### src/rtl/cfg3w_pkg.sv
package cfg3w_pkg;

    localparam int WORD_W   = 24;
    localparam int ADDR_W   = 2;
    localparam int PAY_W    = WORD_W - ADDR_W;
    localparam int NUM_DEST = 3;

    localparam int IDX_CTRL = 0;
    localparam int IDX_NCNT = 1;
    localparam int IDX_RCNT = 2;

    // Destination code carried in the two lowest word bits
    typedef enum logic [ADDR_W-1:0] {
        DEST_CTRL  = 2'b00,
        DEST_RCNT  = 2'b01,
        DEST_NCNT  = 2'b10,
        DEST_SPARE = 2'b11
    } dest_e;

    // Field order matches bit order of the serial word: payload high, code low
    typedef struct packed {
        logic [PAY_W-1:0] payload;
        dest_e            dest;
    } frame_t;

    function automatic logic [NUM_DEST-1:0] dest_onehot(input dest_e d);
        logic [NUM_DEST-1:0] sel;
        sel = '0;
        case (d)
            DEST_CTRL: sel[IDX_CTRL] = 1'b1;
            DEST_NCNT: sel[IDX_NCNT] = 1'b1;
            DEST_RCNT: sel[IDX_RCNT] = 1'b1;
            default:   sel = '0;
        endcase
        return sel;
    endfunction

endpackage

### src/rtl/cfg3w_sync.sv
module cfg3w_sync #(
    parameter int WIDTH  = 3,
    parameter int STAGES = 2
) (
    input  logic             clk,
    input  logic             rst,
    input  logic [WIDTH-1:0] din,
    output logic [WIDTH-1:0] dout
);

    logic [WIDTH-1:0] pipe [STAGES];

    always_ff @(posedge clk) begin
        if (rst) begin
            for (int s = 0; s < STAGES; s++) pipe[s] <= '0;
        end else begin
            pipe[0] <= din;
            for (int s = 1; s < STAGES; s++) pipe[s] <= pipe[s-1];
        end
    end

    assign dout = pipe[STAGES-1];

endmodule

### src/rtl/cfg3w_shift.sv
module cfg3w_shift
    import cfg3w_pkg::*;
(
    input  logic   clk,
    input  logic   rst,
    input  logic   sclk_s,
    input  logic   sdata_s,
    input  logic   le_s,
    output frame_t frame,
    output logic   load
);

    logic              sclk_d;
    logic              le_d;
    logic [WORD_W-1:0] sr;

    always_ff @(posedge clk) begin
        if (rst) begin
            sclk_d <= 1'b0;
            le_d   <= 1'b0;
            sr     <= '0;
        end else begin
            sclk_d <= sclk_s;
            le_d   <= le_s;
            if (sclk_s && !sclk_d) sr <= {sr[WORD_W-2:0], sdata_s};
        end
    end

    assign load  = le_s && !le_d;
    assign frame = frame_t'(sr);

endmodule

### src/rtl/cfg3w_bank.sv
module cfg3w_bank
    import cfg3w_pkg::*;
(
    input  logic                           clk,
    input  logic                           rst,
    input  logic                           load,
    input  frame_t                         frame,
    output logic [NUM_DEST-1:0][PAY_W-1:0] q,
    output logic [NUM_DEST-1:0]            vld
);

    logic [NUM_DEST-1:0] sel;

    always_comb sel = dest_onehot(frame.dest);

    for (genvar i = 0; i < NUM_DEST; i++) begin : g_reg
        logic [PAY_W-1:0] r;
        logic             v;
        always_ff @(posedge clk) begin
            if (rst) begin
                r <= '0;
                v <= 1'b0;
            end else if (load && sel[i]) begin
                r <= frame.payload;
                v <= 1'b1;
            end
        end
        assign q[i]   = r;
        assign vld[i] = v;
    end

endmodule

### src/rtl/cfg3w_port.sv
module cfg3w_port
    import cfg3w_pkg::*;
#(
    parameter int SYNC_STAGES = 2
) (
    input  logic             clk,
    input  logic             rst,
    input  logic             ser_clk,
    input  logic             ser_data,
    input  logic             ser_le,
    output logic [PAY_W-1:0] ctrl_word,
    output logic [PAY_W-1:0] ncnt_word,
    output logic [PAY_W-1:0] rcnt_word,
    output logic             ctrl_valid,
    output logic             ncnt_valid,
    output logic             rcnt_valid
);

    logic [2:0]                     pins_s;
    frame_t                         cur_frame;
    logic                           load_pulse;
    logic [NUM_DEST-1:0][PAY_W-1:0] bank_q;
    logic [NUM_DEST-1:0]            bank_v;

    cfg3w_sync #(.WIDTH(3), .STAGES(SYNC_STAGES)) u_sync (
        .clk  (clk),
        .rst  (rst),
        .din  ({ser_le, ser_data, ser_clk}),
        .dout (pins_s)
    );

    cfg3w_shift u_shift (
        .clk     (clk),
        .rst     (rst),
        .sclk_s  (pins_s[0]),
        .sdata_s (pins_s[1]),
        .le_s    (pins_s[2]),
        .frame   (cur_frame),
        .load    (load_pulse)
    );

    cfg3w_bank u_bank (
        .clk   (clk),
        .rst   (rst),
        .load  (load_pulse),
        .frame (cur_frame),
        .q     (bank_q),
        .vld   (bank_v)
    );

    assign ctrl_word  = bank_q[IDX_CTRL];
    assign ncnt_word  = bank_q[IDX_NCNT];
    assign rcnt_word  = bank_q[IDX_RCNT];
    assign ctrl_valid = bank_v[IDX_CTRL];
    assign ncnt_valid = bank_v[IDX_NCNT];
    assign rcnt_valid = bank_v[IDX_RCNT];

endmodule

### config.mk
export PLATFORM = sky130hd
export DESIGN_NAME = cfg3w_port
export DESIGN_NICKNAME = d
export VERILOG_FILES = /design/src/rtl/cfg3w_pkg.sv /design/src/rtl/cfg3w_sync.sv /design/src/rtl/cfg3w_shift.sv /design/src/rtl/cfg3w_bank.sv /design/src/rtl/cfg3w_port.sv
export SDC_FILE = /design/constraint.sdc
export NUM_CORES = 1
export LEC_CHECK = 0
export ABC_AREA = 1
export BUFFER_PORTS_ARGS = -buffer_cell sky130_fd_sc_hd__buf_2
export CAP_MARGIN = 10
export CORE_MARGIN = 10
export CORE_UTILIZATION = 32
export CTS_CLUSTER_DIAMETER = 60
export DETAILED_ROUTE_END_ITERATION = 7
export GPL_ROUTABILITY_DRIVEN = 0
export GPL_TIMING_DRIVEN = 1
export PLACE_DENSITY = 0.48
export SYNTH_ARGS = -nofsm -noshare
export SYNTH_HDL_FRONTEND = slang
export SYNTH_HIERARCHICAL = 1
export SYNTH_SLANG_ARGS = --single-unit
### constraint.sdc
create_clock -name clk -period 1.5 [get_ports clk]
set_input_delay 0.225 -clock clk [delete_from_list [all_inputs] [get_ports clk]]
set_output_delay 0.225 -clock clk [all_outputs]
set_load 0.005 [all_outputs]
==> results.toml, run 1 <==
[run_status]
outcome = "complete, no violations"

[critical_path]
crit_start = "u_sync/pipe[0][5]"
worst_ep_required_time_ps = 1730
startpoint_type = "flip-flop"
arrival_ps = 1530
path_max_fanout = 45
worstReg2RegStart = "u_sync/pipe[0][5]"
cp-end-kind = "flip-flop"
path_class = "reg2reg"

[sta]
setup_tns_ps = 0
layout_min_cycle_time_ps = 1290
fin_crit_sh = 0.863
setup_viol = 0
rsz0062_at_grt = "false"
clock.fmax_mhz = 773
hold_viol = 0
clock_skew_ps = 6.54
slew_headroom = 0.713
tightest_slew_ps = 430
final_max_slew_viol_count = 0

[route]
drtIter0Drc = 148
drt-wirelength-per-cell_um = 12.2
vias = 3626
drt-vias-per-instance = 4.24
drc = 0
first_pass_iters = 4
drt_wl_total_mm = 10.5
drtAntennaViolNets = 0

[die]
die_h_um = 135
ios = 74
die_w_um = 135
num_rows = 41
fp.dieArea_um2 = 18100
coreArea_um2 = 12700
initial_core_util = 0.330

[clocking]
cts_buffers = 9
clock_latency_ps = 340
cts.sinks = 101
clockBufferDepth = 2
cts_resized = 0
cts-htree-levels = 3
path_clk_slew_ps = 60
post-cts-setup-buffer-count = 0
cts_hold_buffers = 0
cts_tree = "built"
cts-root-buf = "clkbuf_16"

[synth]
synth_cells = 622
yosys.area.top_type_share = 0.481
synth_area_leaders = "dfxtp_1, nor2_1, nand2_1"
yosys.area.top_type = "dfxtp_1"
yosysUniqueCellTypes = 15
syn_area_um2 = 4200
synth_warnings = 6
syn-num-nets = 627
seq_area_frac_synth = 0.481
synth_seq_cells = 101
postSynthAreaPerCell_um2 = 6.76

[power_and_ir_drop]
p_sw_frac = 0.234
p_seq_frac = 0.521
p_sw_mw = 1.28
ir_drop_uv = 450
clkPwrFrac = 0.403
p_int_mw = 4.18
p_leak_nw = 2.63
p_comb_frac = 0.076
power_density_nw_per_um2 = 1100

[grt]
grtUsageTotal = 0.116
grt_max_degree = 46
antenna_found_initial = 0
overflow = 0
grt_pass1_vias = 3468
grt_pass1_wl_mm = 17.1

[finish]
fill_cells = 1411
finalNetCount = 685
n_antenna_cell = 0
final_core_util = 0.392
syn2layout_area_growth_pct = 18.5
drive_gt1_frac = 0.156

[place]
dpl.hpwl_mm = 7.28
io_buffers = 73

[hold_path]
hp-start = "ser_data"
hp-class = "in2reg"

[run]
cap_violations = 0
==> final cells by class <==
| class | count | area (um^2) | share of cell area |
|---|---|---|---|
| tap | 172 | 215 | 0.0432 |
| multi-input combinational | 377 | 1550 | 0.310 |
| timing repair buffer | 86 | 526 | 0.105 |
| clock inverter | 1 | 5.00 | 0.00100 |
| sequential | 101 | 2020 | 0.406 |
| clock buffer | 14 | 274 | 0.0550 |
| inverter | 105 | 394 | 0.0791 |
==> cells by family (layout without fill, tap and decap cells) <==
group,count (synthesis),after routing,share of synthesized area
and+or+nand+nor,352,352,0.336
buffers and inverters,144,206,0.153
AOI/OAI and AO/OA,25,25,0.0298
DFF,101,101,0.481
==> path summary, 6_finish.rpt <==
kind | end | slack [ps] | cells past startpoint
min reg2reg | u_sync/pipe[0][4] | 410 | 2
min | u_sync/pipe[0][1] | 90 | 3
max reg2reg | u_bank/g_reg[0].r[0] | 210 | 6
max | u_bank/g_reg[0].r[0] | 210 | 6
==> sequential cells by signal, summed over array words and instances, names as in the netlist <==
name	count
u_sync/pipe	6
u_shift/frame	24
u_bank/g.v	3
u_shift/sclk_d	1
u_shift/le_d	1
u_bank/g.r	66
==> synth_stat cells <==
cell type	n
nand3_2	1
nor2_4	2
dfxtp_1	101
buf_2	18
clkbuf_1	3
nand3_4	1
a21oi_1	25
buf_1	1
buf_4	13
nand3_1	46
nor2_1	168
inv_1	103
inv_2	2
buf_6	4
nand2_1	134
==> power by group through the flow <==
stage	registers, mW	clock network (mW)	logic [mW]
6_report	2.85	2.20	0.414
5_1_grt	2.86	2.38	0.482
4_1_cts	2.85	2.28	0.423
3_5_place_dp	2.91	0	0.422
3_3_place_gp	2.91	0	0.413
2_1_floorplan	2.89	0	0.297
==> cell usage in the layout, fill, tap and decap left out <==
cell | synthesis | routed
inv_2 | 2 | 3
clkbuf_8 | 0 | 3
dfxtp_1 | 101 | 101
nand2_1 | 134 | 134
nor2_4 | 2 | 3
nand3_1 | 46 | 46
nand3_2 | 1 | 1
clkbuf_1 | 3 | 2
inv_1 | 103 | 102
a21oi_1 | 25 | 25
buf_2 | 18 | 73
buf_4 | 13 | 8
clkbuf_16 | 0 | 9
nand3_4 | 1 | 1
buf_12 | 0 | 5
nor2_1 | 168 | 167
clkinv_2 | 0 | 1
==> routing by layer <==
| layer | GRT usage | share of wire | routed length (um) | vias to the layer above |
|---|---|---|---|---|
| li1 | - | - | - | 1932 |
| met4 | 0.0453 | 0.012 | 121 | 0 |
| met1 | 0.128 | 0.43 | 4450 | 1619 |
| met5 | 0 | 0 | 0 | - |
| met3 | 0.0319 | 0.054 | 560 | 10 |
| met2 | 0.207 | 0.51 | 5330 | 65 |
==> worst max-delay path: stages, from the launching register on <==
cell and delay (ps):
dfxtp_1 310, inv_1 60, nor2_4 140, buf_4 420
nand3_1 130, nand2_1 80, nor2_1 40
==> per-stage QoR <==
step,area [um^2],std cells,setup WS (ps),hold slack (ps),power [mW]
after floorplan,4200,622,236,294,3.18
after global placement,4700,841,256,394,3.32
after detailed placement,4700,841,208,396,3.34
after CTS,4980,856,194,79.0,5.56
after global routing,4980,856,26.1,98.0,5.72
final,4980,856,206,93.4,5.46
No activity file was read; power rests on OpenSTA's default activity.
==> inputs of run 2 (changes only) <==
Settings changed: ABC_AREA 1 to not set.
==> run 2 against run 1 <==
Clock power grew 5%; via count shrank 32%; critical path depth shrank 3; clock skew is essentially flat; sequential cell count is the same; total power shrank 5.3%; largest cell class unchanged; hold slack lost 2.9 ps; area after synthesis shrank 5.3%; non-clock buffer count shrank 6; worst setup slack gained 7.2 ps.
==> results.toml, run 2 <==
[sta]
slew_headroom = 0.696
tightest_slew_ps = 456
layout_min_cycle_time_ps = 1290
final_max_slew_viol_count = 0
fin_hold_ws_ps = 90.5
rsz0062_at_grt = "false"
clock_skew_ps = 6.39
setup_tns_ps = 0
setup_ws_ps = 213
clock.fmax_mhz = 777
fin_crit_sh = 0.858
setup_viol = 0
hold_viol = 0

[place]
dp_cells = 574
pre_cts_slack_ps = 88.1
io_buffers = 73
dpl.hpwl_mm = 5.57
placed_area_um2 = 4450

[synth]
synth_area_leaders = "dfxtp_1, mux2i_1, nand2b_1"
postSynthAreaPerCell_um2 = 11.2
syn_area_um2 = 3980
synth_edf_count = 0
syn-num-nets = 360
synth_common_cells = "nand2b_1, dfxtp_1, mux2i_1, buf_4, clkbuf_1"
synth_seq_cells = 101
post-synth-top-count-cell = "nand2b_1"
ys.flop_type = "dfxtp_1"
seq_area_frac_synth = 0.508
synth_cells = 355
yosys.area.top_type_share = 0.508
synth_warnings = 6
yosys.area.top_type = "dfxtp_1"
async_flop_share = 0
yosysUniqueCellTypes = 20

[finish]
final_core_util = 0.392
final_cell_mix = "nand2b_1, dfxtp_1, mux2i_1"
fill_cells = 1234
postLayoutCellArea_um2 = 4750
multi_input_area_um2 = 1750
final_common_cell = "nand2b_1"
drive_gt1_frac = 0.232
fin_cells = 590
largest_register_ffs = 66
n_antenna_cell = 0
seq_area_um2 = 2020
syn2layout_area_growth_pct = 19.2
finalNetCount = 422
largest_register = "u_bank/g.r"

[die]
fp.dieArea_um2 = 17300
ios = 74
coreArea_um2 = 12100
initial_core_util = 0.329
die_h_um = 132
die_w_um = 132
num_rows = 40

[hold_path]
hp-class = "in2reg"
hold_path_depth = 2

[clocking]
cts_hold_buffers = 0
path_clk_slew_ps = 70
clock_latency_ps = 340
cts-htree-levels = 3
cts_buffers = 9
cts_tree = "built"
post-cts-setup-buffer-count = 0
cts_resized = 0
clockBufferDepth = 2
cts.sinks = 101
cts-root-buf = "clkbuf_16"

[route]
first_pass_iters = 4
vias = 2460
drt_wl_total_mm = 8.18
drtAntennaViolNets = 0
drt-vias-per-instance = 4.17
drt-wirelength-per-cell_um = 13.9
drc = 0
drtIter0Drc = 161

[critical_path]
path_class = "reg2reg"
startpoint_type = "flip-flop"
ff2ff_path_depth = 3
path_max_fanout = 23
arrival_ps = 1560
worst_ep_required_time_ps = 1770
cp-end-kind = "flip-flop"

[power_and_ir_drop]
power_density_nw_per_um2 = 1090
p_leak_nw = 2.14
p_comb_frac = 0.032
ir_drop_uv = 435
p_total_mw = 5.18
p_int_mw = 4.12
p_sw_frac = 0.203
p_seq_frac = 0.521
clkPwrFrac = 0.448
p_sw_mw = 1.05

[grt]
grtUsageTotal = 0.0961
grt_pass1_wl_mm = 13.6
antenna_found_initial = 0
grt_pass1_vias = 2534
overflow = 0
grt_max_degree = 70

[run]
cap_violations = 0

[run_status]
outcome = "complete, no violations"
run 2: power groups by stage:
| stage | Clock (mW) | Sequential (mW) | Combinational [mW] |
|---|---|---|---|
| after detailed placement | 0 | 2.76 | 0.165 |
| after CTS | 2.41 | 2.69 | 0.165 |
| after floorplan | 0 | 2.76 | 0.142 |
| after global routing | 2.51 | 2.70 | 0.177 |
| final | 2.32 | 2.70 | 0.164 |
| after global placement | 0 | 2.76 | 0.164 |
run 2: cells by family after synthesis:
family	synth area share
AO/OA/AOI/OAI	0.00503
AND/OR/NAND/NOR	0.209
buffers and inverters	0.0544
multiplexers	0.224
flip-flops	0.508
run 2: final cells by class:
class / instances / area share
tap: 168 / 0.0443
clock inverter: 3 / 0.00949
sequential: 101 / 0.426
clock buffer: 13 / 0.0527
timing repair buffer: 80 / 0.0959
multi-input combinational: 222 / 0.369
inverter: 3 / 0.00237
run 2: final timing paths:
kind / from / endpoint / slack (ps)
worst max-delay path: u_shift/frame[1] / u_bank/g_reg[2].r[4] / 210
worst min register to register: u_sync/pipe[0][1] / u_sync/pipe[0][4] / 440
worst max register to register: u_shift/frame[1] / u_bank/g_reg[2].r[4] / 210
worst min-delay path: ser_clk / u_sync/pipe[0][0] / 90
run 2: per-layer routing:
metal / wire length [um] / vias to the layer above / part of all wire / global-route usage
li1: - / 1277 / - / -
met3: 387 / 6 / 0.047 / 0.0377
met1: 4060 / 1133 / 0.50 / 0.123
met5: 0 / - / 0 / 0
met4: 84 / 0 / 0.010 / 0.0352
met2: 3640 / 44 / 0.45 / 0.142
run 2: worst max-delay path: stages, from the launching register on:
cell and delay, ps:
dfxtp_1 420, nand3b_1 140, buf_4 410, mux2i_1 240
==> inputs of run 3 (changes only) <==
Settings changed: CTS_CLUSTER_SIZE set to 24, MAX_ROUTING_LAYER set to met4.
==> run 3 against run 2 <==
Sequential cell count unchanged; cell count unchanged; non-clock buffer count unchanged; largest cell class unchanged.
==> results.toml, run 3 (synthesized netlist as in run 2, its figures left out) <==
[place]
io_buffers = 73
placed_area_um2 = 4450
dpl.hpwl_mm = 5.57

[hold_path]
hp-start = "ser_data"
hp-class = "in2reg"

[critical_path]
path_class = "reg2reg"
path_max_fanout = 23
r2r_slack_ps = 210
worst_path_max_delay_cell = "dfxtp_1"
path_cells = "nand3b_1, buf_4, mux2i_1"
worst_ep_required_time_ps = 1760
worstReg2RegStart = "u_shift/frame[1]"
cp-end-kind = "flip-flop"
startpoint_type = "flip-flop"
r2r-end = "u_bank/g_reg[2].r[15]"
ff2ff_path_depth = 3
slowest_delay_ps = 420
crit_path_end = "u_bank/g_reg[2].r[15]"
arrival_ps = 1560
crit_start = "u_shift/frame[1]"

[power_and_ir_drop]
p_int_mw = 4.12
p_leak_nw = 2.14
p_seq_frac = 0.522
p_sw_mw = 1.04
p_total_mw = 5.16
clkPwrFrac = 0.446
power_density_nw_per_um2 = 1090
ir_drop_uv = 435
p_comb_frac = 0.032
p_sw_frac = 0.201

[grt]
grt_pass1_vias = 2555
grt_pass1_wl_mm = 13.5
antenna_found_initial = 0
overflow = 0
grt_max_degree = 70
grtUsageTotal = 0.0983

[die]
die_w_um = 132
die_h_um = 132
fp.dieArea_um2 = 17300
ios = 74
coreArea_um2 = 12100
initial_core_util = 0.329
num_rows = 40

[sta]
layout_min_cycle_time_ps = 1290
setup_viol = 0
clock.fmax_mhz = 773
slew_headroom = 0.695
fin_crit_sh = 0.862
hold_viol = 0
tightest_slew_ps = 457
rsz0062_at_grt = "false"
final_max_slew_viol_count = 0
clock_skew_ps = 5.33
setup_tns_ps = 0

[finish]
largest_register_ffs = 66
n_antenna_cell = 0
drive_gt1_frac = 0.232
largest_register = "u_bank/g.r"
final_cell_mix = "nand2b_1, dfxtp_1, mux2i_1"
postLayoutCellArea_um2 = 4750
syn2layout_area_growth_pct = 19.2
final_common_cell = "nand2b_1"
finalNetCount = 422

[route]
drtAntennaViolNets = 0
drt-vias-per-instance = 4.19
drt_wl_total_mm = 8.14
first_pass_iters = 4
drtIter0Drc = 166
drt-wirelength-per-cell_um = 13.8
drc = 0
vias = 2471

[run_status]
outcome = "complete, no violations"

[clocking]
cts-htree-levels = 3
cts_tree = "built"
cts_buffers = 9
path_clk_slew_ps = 70
clockBufferDepth = 2
cts-root-buf = "clkbuf_16"
post-cts-setup-buffer-count = 0
cts.sinks = 101
clock_latency_ps = 340

[run]
cap_violations = 0
run 3: cell counts in the layout (fill, tap and decap cells not counted):
Identical to the previous run, type by type.
run 3: layout make-up:
| cell class | instances | area (um^2) |
|---|---|---|
| tap | 168 | 210 |
| inverter | 3 | 11.3 |
| clock inverter | 3 | 45.0 |
| clock buffer | 13 | 250 |
| timing repair buffer | 80 | 455 |
| fill | 1234 | 7360 |
| sequential | 101 | 2020 |
| multi-input combinational | 222 | 1750 |
run 3: power groups by stage:
stage	clock, mW	combinational [mW]	sequential, mW
finish	2.31	0.163	2.70
global route	2.50	0.177	2.70
CTS	2.41	0.165	2.69
detailed placement	0	0.165	2.76
global placement	0	0.164	2.76
floorplan	0	0.142	2.76
run 3: worst min-delay path by stage:
stage                     cells past startpoint           endpoint  slack [ps]
after floorplan                               1  u_sync/pipe[0][0]         300
after global placement                        1  u_sync/pipe[0][4]         420
after detailed placement                      1  u_sync/pipe[0][4]         430
after CTS                                     2  u_sync/pipe[0][0]          80
after global routing                          2  u_sync/pipe[0][1]         100
final                                         2  u_sync/pipe[0][1]          90
run 3: worst max-delay path, delay by kind of cell, from the launching register on:
family / cells / cell delay [ps]
flip-flops: 1 / 420
buffers and inverters: 1 / 410
multiplexers: 1 / 240
AND/OR/NAND/NOR: 1 / 140
run 3: per-stage QoR:
stage                     setup WS (ps)  utilization  std cells  hold slack, ps
after floorplan                     137            -        355             297
after global placement              121        0.367        574             424
after detailed placement           88.1        0.367        574             431
after CTS                          73.9        0.392        590            79.2
after global routing               40.8        0.392        590            98.1
final                               207        0.392        590            93.6
run 3: what timing repair did:
action,in CTS,in global routing
gates resized for setup,0,2
hold endpoints to repair,0,0
hold buffers,0,0
endpoints found under the setup margin,0,17
run 3: per-layer routing:
metal  vias to the layer above  track usage  part of all wire
met1                      1140        0.124              0.50
met2                        43        0.143              0.45
met5                         -            -                 0
met4                         0       0.0501             0.019
met3                        11       0.0240             0.033
li1                       1277            -                 -
